File: src/rtl/irqg_pkg.sv
package irqg_pkg;

  // Register byte offsets
  localparam int unsigned OFS_IDENT  = 32'h000;
  localparam int unsigned OFS_SWTRIG = 32'h004;
  localparam int unsigned OFS_GSET   = 32'h008;
  localparam int unsigned OFS_GCLR   = 32'h00C;
  localparam int unsigned OFS_MSET   = 32'h010;
  localparam int unsigned OFS_MCLR   = 32'h014;
  localparam int unsigned AFF_PAGE   = 32'h1;   // address bits above 7 select the affinity page

  typedef struct packed {
    logic gset;
    logic gclr;
    logic swset;
    logic swclr;
    logic mset;
    logic mclr;
    logic aff;
  } irqg_cmd_t;

endpackage

File: src/rtl/irqg_regif.sv
module irqg_regif
  import irqg_pkg::*;
#(
  parameter int NSRC   = 32,
  parameter int NCPU   = 2,
  parameter int ADDR_W = 12,
  localparam int IDX_W = (NSRC > 1) ? $clog2(NSRC) : 1,
  localparam int CPU_W = (NCPU > 1) ? $clog2(NCPU) : 1
) (
  input  logic                      clk,
  input  logic                      rst_n,
  input  logic                      bus_valid,
  input  logic                      bus_write,
  input  logic [CPU_W-1:0]          bus_cpu,
  input  logic [ADDR_W-1:0]         bus_addr,
  input  logic [31:0]               bus_wdata,
  input  logic [NSRC-1:0]           gen_q,
  input  logic [NSRC-1:0]           pend,
  input  logic [NCPU-1:0][NSRC-1:0] mask_q,
  input  logic [NCPU-1:0][NSRC-1:0] gated,
  output irqg_cmd_t                 cmd,
  output logic [IDX_W-1:0]          cmd_idx,
  output logic [NCPU-1:0]           cmd_cpu_oh,
  output logic [NCPU-1:0]           cmd_aff_bits,
  output logic [31:0]               rdata,
  output logic                      rvalid
);

  logic        wr_req, rd_req;
  logic [30:0] num;
  logic        num_ok, cpu_ok, aff_win, slot_ok;
  logic [5:0]  slot;
  logic [31:0] rdata_d;

  assign wr_req  = bus_valid & bus_write;
  assign rd_req  = bus_valid & ~bus_write;
  assign num     = bus_wdata[30:0];
  assign num_ok  = (num < 31'(NSRC));
  assign cpu_ok  = (32'(bus_cpu) < NCPU);
  assign aff_win = (bus_addr[ADDR_W-1:8] == (ADDR_W-8)'(AFF_PAGE));
  assign slot    = bus_addr[7:2];
  assign slot_ok = (slot < 6'(NSRC));

  // Write decode
  always_comb begin
    cmd       = '0;
    cmd.gset  = wr_req & (bus_addr == ADDR_W'(OFS_GSET)) & num_ok;
    cmd.gclr  = wr_req & (bus_addr == ADDR_W'(OFS_GCLR)) & num_ok;
    cmd.swset = wr_req & (bus_addr == ADDR_W'(OFS_SWTRIG)) & ~bus_wdata[31] & num_ok;
    cmd.swclr = wr_req & (bus_addr == ADDR_W'(OFS_SWTRIG)) &  bus_wdata[31] & num_ok;
    cmd.mset  = wr_req & (bus_addr == ADDR_W'(OFS_MSET)) & num_ok & cpu_ok;
    cmd.mclr  = wr_req & (bus_addr == ADDR_W'(OFS_MCLR)) & num_ok & cpu_ok;
    cmd.aff   = wr_req & aff_win & slot_ok;
    cmd_idx   = aff_win ? slot[IDX_W-1:0] : num[IDX_W-1:0];
    cmd_aff_bits = bus_wdata[NCPU-1:0];
    for (int c = 0; c < NCPU; c++) begin
      cmd_cpu_oh[c] = (32'(bus_cpu) == c);
    end
  end

  // Read mux (next state)
  always_comb begin
    rdata_d = '0;
    if (aff_win) begin
      if (slot_ok) begin
        for (int c = 0; c < NCPU; c++) begin
          rdata_d[c] = mask_q[c][slot[IDX_W-1:0]];
        end
      end
    end else begin
      case (32'(bus_addr))
        OFS_IDENT:            rdata_d = {16'h0, 8'(NCPU), 8'(NSRC)};
        OFS_SWTRIG:           rdata_d = 32'(pend);
        OFS_GSET, OFS_GCLR:   rdata_d = 32'(gen_q);
        OFS_MSET, OFS_MCLR:   rdata_d = cpu_ok ? 32'(gated[bus_cpu]) : 32'h0;
        default:              rdata_d = 32'h0;
      endcase
    end
  end

  // Read registers
  always_ff @(posedge clk or negedge rst_n) begin
    if (!rst_n) begin
      rdata  <= '0;
      rvalid <= 1'b0;
    end else begin
      rvalid <= rd_req;
      if (rd_req) rdata <= rdata_d;
    end
  end

  assert_rvalid_follows_R10: assert property (@(posedge clk) disable iff (!rst_n)
    (bus_valid && !bus_write) |=> rvalid);
  assert_no_spurious_rvalid_R10: assert property (@(posedge clk) disable iff (!rst_n)
    !(bus_valid && !bus_write) |=> !rvalid);

endmodule

File: src/rtl/irqg_global.sv
module irqg_global #(
  parameter int NSRC = 32,
  localparam int IDX_W = (NSRC > 1) ? $clog2(NSRC) : 1
) (
  input  logic             clk,
  input  logic             rst_n,
  input  logic             gset,
  input  logic             gclr,
  input  logic             swset,
  input  logic             swclr,
  input  logic [IDX_W-1:0] idx,
  input  logic [NSRC-1:0]  src_irq,
  output logic [NSRC-1:0]  gen_q,
  output logic [NSRC-1:0]  pend,
  output logic [NSRC-1:0]  stage
);

  logic [NSRC-1:0] gen_d, sw_q, sw_d;
  logic            gen_en, sw_en;

  assign gen_en = gset | gclr;
  assign sw_en  = swset | swclr;

  always_comb begin
    gen_d = gen_q;
    if (gset) gen_d[idx] = 1'b1;
    if (gclr) gen_d[idx] = 1'b0;
    sw_d = sw_q;
    if (swset) sw_d[idx] = 1'b1;
    if (swclr) sw_d[idx] = 1'b0;
  end

  always_ff @(posedge clk or negedge rst_n) begin
    if (!rst_n) begin
      gen_q <= '0;
      sw_q  <= '0;
    end else begin
      if (gen_en) gen_q <= gen_d;
      if (sw_en)  sw_q  <= sw_d;
    end
  end

  assign pend  = src_irq | sw_q;
  assign stage = pend & gen_q;

  assert_gset_R2: assert property (@(posedge clk) disable iff (!rst_n)
    gset |=> gen_q[$past(idx)]);
  assert_gclr_R3: assert property (@(posedge clk) disable iff (!rst_n)
    gclr |=> !gen_q[$past(idx)]);
  assert_swset_R8: assert property (@(posedge clk) disable iff (!rst_n)
    swset |=> pend[$past(idx)]);
  assert_gen_quiet_R3: assert property (@(posedge clk) disable iff (!rst_n)
    !(gset || gclr) |=> $stable(gen_q));

endmodule

File: src/rtl/irqg_cpu_slice.sv
module irqg_cpu_slice #(
  parameter int NSRC   = 32,
  parameter int CPU_ID = 0,
  localparam int IDX_W = (NSRC > 1) ? $clog2(NSRC) : 1
) (
  input  logic             clk,
  input  logic             rst_n,
  input  logic             set_we,
  input  logic             clr_we,
  input  logic             aff_we,
  input  logic             aff_bit,
  input  logic [IDX_W-1:0] idx,
  input  logic [NSRC-1:0]  stage,
  output logic [NSRC-1:0]  mask_q,
  output logic [NSRC-1:0]  gated,
  output logic             irq_q
);

  logic [NSRC-1:0] mask_d;
  logic            mask_en;
  logic            irq_d;

  assign mask_en = set_we | clr_we | aff_we;

  always_comb begin
    mask_d = mask_q;
    if (set_we) mask_d[idx] = 1'b1;
    if (clr_we) mask_d[idx] = 1'b0;
    if (aff_we) mask_d[idx] = aff_bit;
  end

  assign gated = stage & mask_q;
  assign irq_d = |gated;

  always_ff @(posedge clk or negedge rst_n) begin
    if (!rst_n) begin
      mask_q <= '0;
      irq_q  <= 1'b0;
    end else begin
      if (mask_en) mask_q <= mask_d;
      irq_q <= irq_d;
    end
  end

  assert_mset_R4: assert property (@(posedge clk) disable iff (!rst_n)
    set_we |=> mask_q[$past(idx)]);
  assert_mclr_R4: assert property (@(posedge clk) disable iff (!rst_n)
    clr_we |=> !mask_q[$past(idx)]);
  assert_aff_R6: assert property (@(posedge clk) disable iff (!rst_n)
    aff_we |=> (mask_q[$past(idx)] == $past(aff_bit)));

endmodule

File: src/rtl/irq_twolevel_gate.sv
module irq_twolevel_gate
  import irqg_pkg::*;
#(
  parameter int NSRC   = 32,
  parameter int NCPU   = 2,
  parameter int ADDR_W = 12,
  localparam int IDX_W = (NSRC > 1) ? $clog2(NSRC) : 1,
  localparam int CPU_W = (NCPU > 1) ? $clog2(NCPU) : 1
) (
  input  logic              clk,
  input  logic              rst_n,
  input  logic [NSRC-1:0]   src_irq,
  input  logic              bus_valid,
  input  logic              bus_write,
  input  logic [CPU_W-1:0]  bus_cpu,
  input  logic [ADDR_W-1:0] bus_addr,
  input  logic [31:0]       bus_wdata,
  output logic [31:0]       bus_rdata,
  output logic              bus_rvalid,
  output logic [NCPU-1:0]   cpu_irq
);

  logic [1:0]                rst_pipe;
  logic                      rst_s;
  irqg_cmd_t                 cmd;
  logic [IDX_W-1:0]          cmd_idx;
  logic [NCPU-1:0]           cmd_cpu_oh, cmd_aff_bits;
  logic [NSRC-1:0]           gen_q, pend, stage;
  logic [NCPU-1:0][NSRC-1:0] mask_q, gated;

  // Reset: asserted asynchronously, released on the clock
  always_ff @(posedge clk or negedge rst_n) begin
    if (!rst_n) rst_pipe <= '0;
    else        rst_pipe <= {rst_pipe[0], 1'b1};
  end
  assign rst_s = rst_pipe[1];

  irqg_regif #(.NSRC(NSRC), .NCPU(NCPU), .ADDR_W(ADDR_W)) u_regif (
    .clk(clk), .rst_n(rst_s),
    .bus_valid(bus_valid), .bus_write(bus_write), .bus_cpu(bus_cpu),
    .bus_addr(bus_addr), .bus_wdata(bus_wdata),
    .gen_q(gen_q), .pend(pend), .mask_q(mask_q), .gated(gated),
    .cmd(cmd), .cmd_idx(cmd_idx), .cmd_cpu_oh(cmd_cpu_oh), .cmd_aff_bits(cmd_aff_bits),
    .rdata(bus_rdata), .rvalid(bus_rvalid)
  );

  irqg_global #(.NSRC(NSRC)) u_global (
    .clk(clk), .rst_n(rst_s),
    .gset(cmd.gset), .gclr(cmd.gclr), .swset(cmd.swset), .swclr(cmd.swclr),
    .idx(cmd_idx), .src_irq(src_irq),
    .gen_q(gen_q), .pend(pend), .stage(stage)
  );

  for (genvar c = 0; c < NCPU; c++) begin : g_cpu
    irqg_cpu_slice #(.NSRC(NSRC), .CPU_ID(c)) u_slice (
      .clk(clk), .rst_n(rst_s),
      .set_we(cmd.mset & cmd_cpu_oh[c]),
      .clr_we(cmd.mclr & cmd_cpu_oh[c]),
      .aff_we(cmd.aff),
      .aff_bit(cmd_aff_bits[c]),
      .idx(cmd_idx), .stage(stage),
      .mask_q(mask_q[c]), .gated(gated[c]), .irq_q(cpu_irq[c])
    );

    assert_mask_blocks_R7: assert property (@(posedge clk) disable iff (!rst_s)
      ($past(mask_q[c]) == '0) |-> !cpu_irq[c]);
  end

  // Global gate blocks every core
  assert_global_blocks_R7: assert property (@(posedge clk) disable iff (!rst_s)
    ($past(gen_q) == '0) |-> (cpu_irq == '0));

  // Index past the last source leaves the enables alone
  logic wr_oob_g;
  assign wr_oob_g = bus_valid & bus_write & (bus_wdata[30:0] >= 31'(NSRC)) &
                    ((bus_addr == ADDR_W'(OFS_GSET)) || (bus_addr == ADDR_W'(OFS_GCLR)));
  assert_oob_ignored_R5: assert property (@(posedge clk) disable iff (!rst_s)
    wr_oob_g |=> $stable(gen_q));

  // State at reset release
  assert_reset_idle_R1: assert property (@(posedge clk)
    $rose(rst_s) |-> (cpu_irq == '0 && gen_q == '0 && mask_q == '0));

endmodule

File: config.mk
export PLATFORM = sky130hd
export DESIGN_NAME = irq_twolevel_gate
export DESIGN_NICKNAME = d
export VERILOG_FILES = /design/src/rtl/irqg_pkg.sv /design/src/rtl/irqg_regif.sv /design/src/rtl/irqg_global.sv /design/src/rtl/irqg_cpu_slice.sv /design/src/rtl/irq_twolevel_gate.sv
export SDC_FILE = /design/constraint.sdc
export NUM_CORES = 1
export LEC_CHECK = 0
export ABC_AREA = 0
export CELL_PAD_IN_SITES_DETAIL_PLACEMENT = 1
export CELL_PAD_IN_SITES_GLOBAL_PLACEMENT = 2
export CORE_MARGIN = 2
export CORE_UTILIZATION = 44
export CTS_CLUSTER_DIAMETER = 200
export DETAILED_ROUTE_END_ITERATION = 6
export DONT_BUFFER_PORTS = 1
export PLACE_DENSITY = 0.89
export SKIP_CTS_REPAIR_TIMING = 1
export SYNTH_ARGS = -nofsm -noshare
export SYNTH_HDL_FRONTEND = slang
export SYNTH_HIERARCHICAL = 1
export SYNTH_SLANG_ARGS = --single-unit
File: constraint.sdc
create_clock -name clk -period 11.98 [get_ports clk]
set_input_delay 1.198 -clock clk [delete_from_list [all_inputs] [get_ports clk]]
set_output_delay 1.198 -clock clk [all_outputs]
set_load 0.03 [all_outputs]
==> results.sh, run 1 <==
export IMPL_drive_gt1_frac=0.139
export IMPL_cp_arrival_ns=4.54
export IMPL_setup_tns_ns=0
export IMPL_die_h_um=149
export IMPL_synth_area_per_cell_um2=9.71
export IMPL_powerDensity_mw_per_mm2=122
export IMPL_syn_instance_count=959
export IMPL_cts_sinks=165
export IMPL_hp_class="register to asynchronous set/reset pin"
export IMPL_synth_edf_count=0
export IMPL_cts_max_level=4
export IMPL_routed_wl_mm=34.6
export IMPL_dp_cells=1170
export IMPL_grt_max_degree=74
export IMPL_grt_usage=0.321
export IMPL_slew_violations=0
export IMPL_first_iter_violations=837
export IMPL_ys_seq_elements=165
export IMPL_worst_r2r_startpoint="u_global/sw_q[12]"
export IMPL_worst_setup_path_start_kind="input pin"
export IMPL_ant_nets=0
export IMPL_num_vias=7974
export IMPL_fin_crit_sh=0.349
export IMPL_syn_area_mm2=0.00931
export IMPL_syn_nets=1040
export IMPL_std_cell_rows=53
export IMPL_yosys_warnings=6
export IMPL_synthTopCellsByArea="dfrtp_1 44%, a21oi_1 13%, and2_1 6.6%, mux2i_1 4.2%, mux4_2 3.9%"
export IMPL_fp_coreArea_mm2=0.0209
export IMPL_cts_root_buffer="clkbuf_16"
export IMPL_num_io_pins=116
export IMPL_grt_pass1_wl_mm=52.6
export IMPL_rsz0062_at_grt="false"
export IMPL_status="finished clean"
export IMPL_synth_top_cell_by_area="dfrtp_1"
export IMPL_endpoint_kind="register"
export IMPL_irDropWorstVdd_uv=107
export IMPL_ys_seq_area_frac=0.444
export IMPL_instances_no_fill=1203
export IMPL_syn_to_final_growth_pct=6.17
export IMPL_clock_skew_ns=0.00871
export IMPL_synth_ff_type="dfrtp_1"
export IMPL_wl_per_cell_um=28.7
export IMPL_clk_pin_slew_worst_paths_ns=0.06
export IMPL_nNetsFinal=995
export IMPL_insertion_delay_ns=0.44
export IMPL_grt_pass1_vias=8152
export IMPL_ys_types=52
export IMPL_dp_hpwl_mm=24.6
export IMPL_route_detailed_drc=0
export IMPL_p_leak_nw=4.38
export IMPL_grt_overflow=0
export IMPL_portBuffers=0
export IMPL_maxCapViolations=0
export IMPL_relSlewSlack=0.198
export IMPL_cts_buffer_depth=2
export IMPL_synth_top_area_frac=0.444
export IMPL_start_util=0.446
export IMPL_async_flop_share=1.00
export IMPL_grt_antenna_before_repair=2
export IMPL_worstMarginPinSlew_ns=1.19
export IMPL_die_x_um=149
export IMPL_finalSetupViolCount=0
export IMPL_dieArea_mm2=0.0223
export IMPL_fmax_mhz=239
export IMPL_path_class="input pin to register"
export IMPL_place_congestion=0.928
export IMPL_hold_viol=0
export IMPL_fin_crit_ns=4.18
export IMPL_crit_start="bus_addr[9]"
export IMPL_via_per_inst=6.63
export IMPL_cts_tree="built"
export IMPL_crit_required_ns=12.34
export IMPL_numCtsBuffers=17
export IMPL_first_pass_iters=5
export IMPL_path_max_fanout=26
-- path summary, 6_finish.rpt --
kind	endpoint	slack [ns]	cells past startpoint
worst max-delay path	g_cpu[1].u_slice/mask_q[26]	7.80	7
worst min-delay path	g_cpu[0].u_slice/mask_q[5]	0.24	0
worst max register to register	g_cpu[0].u_slice/irq_q	9.11	6
worst min register to register	g_cpu[0].u_slice/mask_q[5]	0.24	0
max in group asynchronous	u_global/gen_q[21]	10.45	1
min in group clk	rst_pipe[1]	0.35	0
-- where the power goes --
part           internal (mW)  leakage (nW)  switching [mW]  total [mW]
registers              0.561          2.29         0.00633       0.567
clock network          0.328         0.284           0.239       0.567
logic                 0.0201          1.81          0.0469      0.0670
total                  0.909          4.38           0.292        1.20
-- cells by family (layout without fill, tap and decap cells) --
family | Yosys count | in the layout | share of synthesized area
AOI/OAI and AO/OA | 333 | 333 | 0.208
muxes | 59 | 59 | 0.0855
DFF | 165 | 165 | 0.444
and+or+nand+nor | 327 | 327 | 0.216
other | 1 | 2 | 0.000403
buffers and inverters | 74 | 42 | 0.0473
-- routing by layer --
metal,vias to the layer above,GRT usage,part of all wire
met5,-,0,0
met4,0,0.113,0.029
met3,70,0.0637,0.073
met2,376,0.508,0.48
met1,4113,0.441,0.42
li1,3415,-,-
-- final cells by class --
class	instances	area [um2]
Fill cell	2359	11000
Clock inverter	12	155
Clock buffer	20	437
Inverter	5	18.8
Antenna cell	1	2.50
Tap cell	275	344
Timing Repair Buffer	5	37.5
Sequential cell	165	4130
Multi-Input combinational cell	720	4750
-- worst max-delay path: stages --
cell and delay [ns]:
nor3_1 0.32, nand2_1 0.35, o21ai_2 0.95, nor2b_1 0.58, nor2b_1 0.81, a21oi_1 0.17
a21oi_1 0.15
-- synth_stat cells, types with 2 or more instances --
| master | instances |
|---|---|
| a21oi_1 | 241 |
| dfrtp_1 | 165 |
| and2_1 | 98 |
| nand2_1 | 48 |
| mux2i_1 | 39 |
| or2_2 | 39 |
| nor2_1 | 36 |
| a22oi_1 | 34 |
| o221ai_1 | 28 |
| clkbuf_1 | 25 |
| buf_2 | 19 |
| or4_1 | 19 |
| mux4_2 | 16 |
| nor3_1 | 15 |
| buf_6 | 14 |
| a21oi_2 | 12 |
| nor2b_1 | 12 |
| and3b_1 | 11 |
| buf_4 | 9 |
| and3_1 | 6 |
| nor4_1 | 6 |
| o22ai_1 | 6 |
| nand2b_1 | 5 |
| nor3b_4 | 5 |
| and2_4 | 4 |
| inv_1 | 4 |
| mux2_2 | 4 |
| nand3_1 | 4 |
| o21ai_0 | 3 |
| o21bai_1 | 3 |
| a22o_1 | 2 |
| buf_1 | 2 |
| nand3b_1 | 2 |
| nand4b_1 | 2 |
| nor3b_2 | 2 |
| o21ai_1 | 2 |
| or3b_1 | 2 |
-- state kept, by name, indices dropped and copies added (netlist names) --
name,flops
g_cpu.u_slice/mask_q,64
rst_pipe,2
g_cpu.u_slice/irq_q,2
u_global/gen_q,32
u_regif/rvalid,1
u_global/sw_q,32
u_regif/rdata,32
-- per-stage QoR --
step,util,hold WS [ns],instance area [um2],power (mW),setup slack [ns]
floorplan,-,0.331,9310,0.636,7.04
global placement,0.445,0.240,9290,0.642,7.58
detailed placement,0.445,0.242,9290,0.644,7.43
CTS,0.473,0.243,9880,1.21,7.91
global route,0.473,0.256,9880,1.24,7.44
finish,0.473,0.236,9880,1.20,7.80
-- cells in the final DEF, fill, tap and decap left out, types with 16 or more instances in the layout --
cell type | synthesis | layout
mux2i_1 | 39 | 39
o221ai_1 | 28 | 28
mux4_2 | 16 | 16
a21oi_1 | 241 | 241
nand2_1 | 48 | 48
and2_1 | 98 | 98
dfrtp_1 | 165 | 164
clkbuf_16 | 0 | 17
or2_2 | 39 | 39
or4_1 | 19 | 19
a22oi_1 | 34 | 34
nor2_1 | 36 | 34
Note: power is estimated with default switching activity, not from simulation.
==> inputs of run 2 (changes only) <==
--- a/config.mk
+++ b/config.mk
@@ -9,11 +9,11 @@
 export CELL_PAD_IN_SITES_DETAIL_PLACEMENT = 1
 export CELL_PAD_IN_SITES_GLOBAL_PLACEMENT = 2
 export CORE_MARGIN = 2
-export CORE_UTILIZATION = 44
+export CORE_UTILIZATION = 41
 export CTS_CLUSTER_DIAMETER = 200
 export DETAILED_ROUTE_END_ITERATION = 6
 export DONT_BUFFER_PORTS = 1
-export PLACE_DENSITY = 0.89
+export PLACE_DENSITY = 0.84
 export SKIP_CTS_REPAIR_TIMING = 1
 export SYNTH_ARGS = -nofsm -noshare
 export SYNTH_HDL_FRONTEND = slang
==> constraint.sdc (replaced) <==
create_clock -name clk -period 3.9 [get_ports clk]
set_input_delay 0.39 -clock clk [delete_from_list [all_inputs] [get_ports clk]]
set_output_delay 0.39 -clock clk [all_outputs]
set_load 0.03 [all_outputs]
==> results.sh, run 2 (synthesis results as in run 1) <==
export IMPL_hold_viol=0
export IMPL_cts_root_buffer="clkbuf_16"
export IMPL_grt_overflow=0
export IMPL_largest_reg_flops=64
export IMPL_first_pass_iters=6
export IMPL_numCtsBuffers=17
export IMPL_grt_pass1_vias=8185
export IMPL_final_cell_mix="241 x a21oi_1, 164 x dfrtp_1, 98 x and2_1"
export IMPL_fmax_mhz=333
export IMPL_crit_required_ns=4.19
export IMPL_drive_gt1_frac=0.156
export IMPL_p_switching_mw=0.885
export IMPL_top_register="g_cpu.u_slice/mask_q"
export IMPL_dp_hpwl_mm=24.6
export IMPL_fp_coreArea_mm2=0.0224
export IMPL_grt_antenna_before_repair=4
export IMPL_worstMarginPinSlew_ns=1.03
export IMPL_p_seq_frac=0.471
export IMPL_rsz0062_at_grt="false"
export IMPL_route_detailed_drc=0
export IMPL_first_iter_violations=703
export IMPL_worst_setup_path_start_kind="input pin"
export IMPL_cts_max_level=4
export IMPL_routed_wl_mm=34.4
export IMPL_cts_buffer_depth=2
export IMPL_p_int_mw=2.82
export IMPL_finalSetupViolCount=0
export IMPL_crit_slowest_cell="or4_1"
export IMPL_met2_usage=0.476
export IMPL_powerDensity_mw_per_mm2=368
export IMPL_die_h_um=155
export IMPL_hp_class="input pin to register"
export IMPL_crit_start="bus_wdata[21]"
export IMPL_setup_tns_ns=0
export IMPL_nNetsFinal=1014
export IMPL_maxCapViolations=0
export IMPL_cp_arrival_ns=3.30
export IMPL_path_class="input pin to register"
export IMPL_worstPathCellList="or4_1 -> or4_4 -> nor4_2 -> and2_2 -> and2_1 -> nor2_1 -> or3b_1 -> nor3_1 -> a21oi_1"
export IMPL_gr_usage_met3=0.0628
export IMPL_via_per_inst=6.41
export IMPL_fin_crit_ns=3.00
export IMPL_num_vias=7903
export IMPL_place_congestion=0.911
export IMPL_grt_usage=0.291
export IMPL_clock_skew_ns=0.00902
export IMPL_timing_rr_end="g_cpu[0].u_slice/irq_q"
export IMPL_grt_pass1_wl_mm=51.5
export IMPL_crit_end="g_cpu[0].u_slice/mask_q[3]"
export IMPL_irDropWorstVdd_uv=299
export IMPL_multi_input_area_mm2=0.00475
export IMPL_wl_per_cell_um=27.9
export IMPL_insertion_delay_ns=0.44
export IMPL_syn_to_final_growth_pct=8.05
export IMPL_rr_worst_depth=6
export IMPL_fillers=2554
export IMPL_cp_slowest_stage_delay_ns=0.50
export IMPL_grt_max_degree=91
export IMPL_utilization=0.448
export IMPL_ant_nets=0
export IMPL_regArea_mm2=0.00413
export IMPL_dieArea_mm2=0.0239
export IMPL_num_io_pins=116
export IMPL_worst_r2r_startpoint="u_global/sw_q[15]"
export IMPL_p_comb_frac=0.057
export IMPL_portBuffers=0
export IMPL_swShare=0.239
export IMPL_endpoint_kind="register"
export IMPL_std_cell_rows=55
export IMPL_reg2reg_setup_slack_ns=1.05
export IMPL_die_x_um=155
export IMPL_relSlewSlack=0.315
export IMPL_clk_pin_slew_worst_paths_ns=0.06
export IMPL_fin_crit_sh=0.770
export IMPL_p_leak_nw=4.49
export IMPL_cts_sinks=165
export IMPL_clockPowerShare=0.472
export IMPL_slew_violations=0
export IMPL_top_usage_layer="met2"
export IMPL_status="finished clean"
export IMPL_grtUsageMet1=0.378
export IMPL_cts_tree="built"
export IMPL_path_max_fanout=4
export IMPL_final_common_cell="a21oi_1"
export IMPL_start_util=0.415
run 2: metrics by stage:
stage	area, um2	hold WS [ns]	std cells	power, mW	setup slack (ns)
3_5_place_dp	9440	0.0945	1198	1.98	0.556
3_3_place_gp	9440	0.0945	1198	1.98	0.579
2_1_floorplan	9310	0.0944	959	1.95	0.954
4_1_cts	10000	-0.364	1229	3.71	0.939
6_report	10100	0.0605	1233	3.70	0.896
5_1_grt	10100	0.0485	1233	3.81	0.738
run 2: how the worst min path moves through the flow:
stage / from / depth (start not counted) / to
floorplan: rst_n / 0 / rst_pipe[0]
global placement: rst_n / 0 / rst_pipe[0]
detailed placement: rst_n / 0 / rst_pipe[0]
CTS: rst_n / 0 / rst_pipe[1]
global route: bus_addr[7] / 1 / u_regif/rdata[0]
finish: bus_addr[7] / 1 / u_regif/rdata[0]
run 2: layout make-up:
cell class / instances / area share
antenna: 3 / 0.000746
clock buffer: 24 / 0.0499
clock inverter: 7 / 0.00946
inverter: 5 / 0.00187
multi-input combinational: 720 / 0.472
sequential: 165 / 0.411
tap: 285 / 0.0355
timing repair buffer: 24 / 0.0194
run 2: power by group through the flow:
stage	combinational [mW]	sequential, mW	clock, mW
final	0.212	1.74	1.75
after CTS	0.209	1.74	1.76
after detailed placement	0.208	1.78	0
after floorplan	0.167	1.79	0
after global placement	0.205	1.78	0
after global routing	0.228	1.74	1.84
run 2: metal layers:
metal | vias up | routed length (um)
met4 | 2 | 1130
met1 | 4075 | 14600
met2 | 294 | 16500
met5 | - | 12
met3 | 78 | 2220
li1 | 3454 | -
run 2: worst max-delay path, delay by kind of cell:
family          cells  cell delay [ns]
compound gates      1             0.15
simple gates        8             2.74
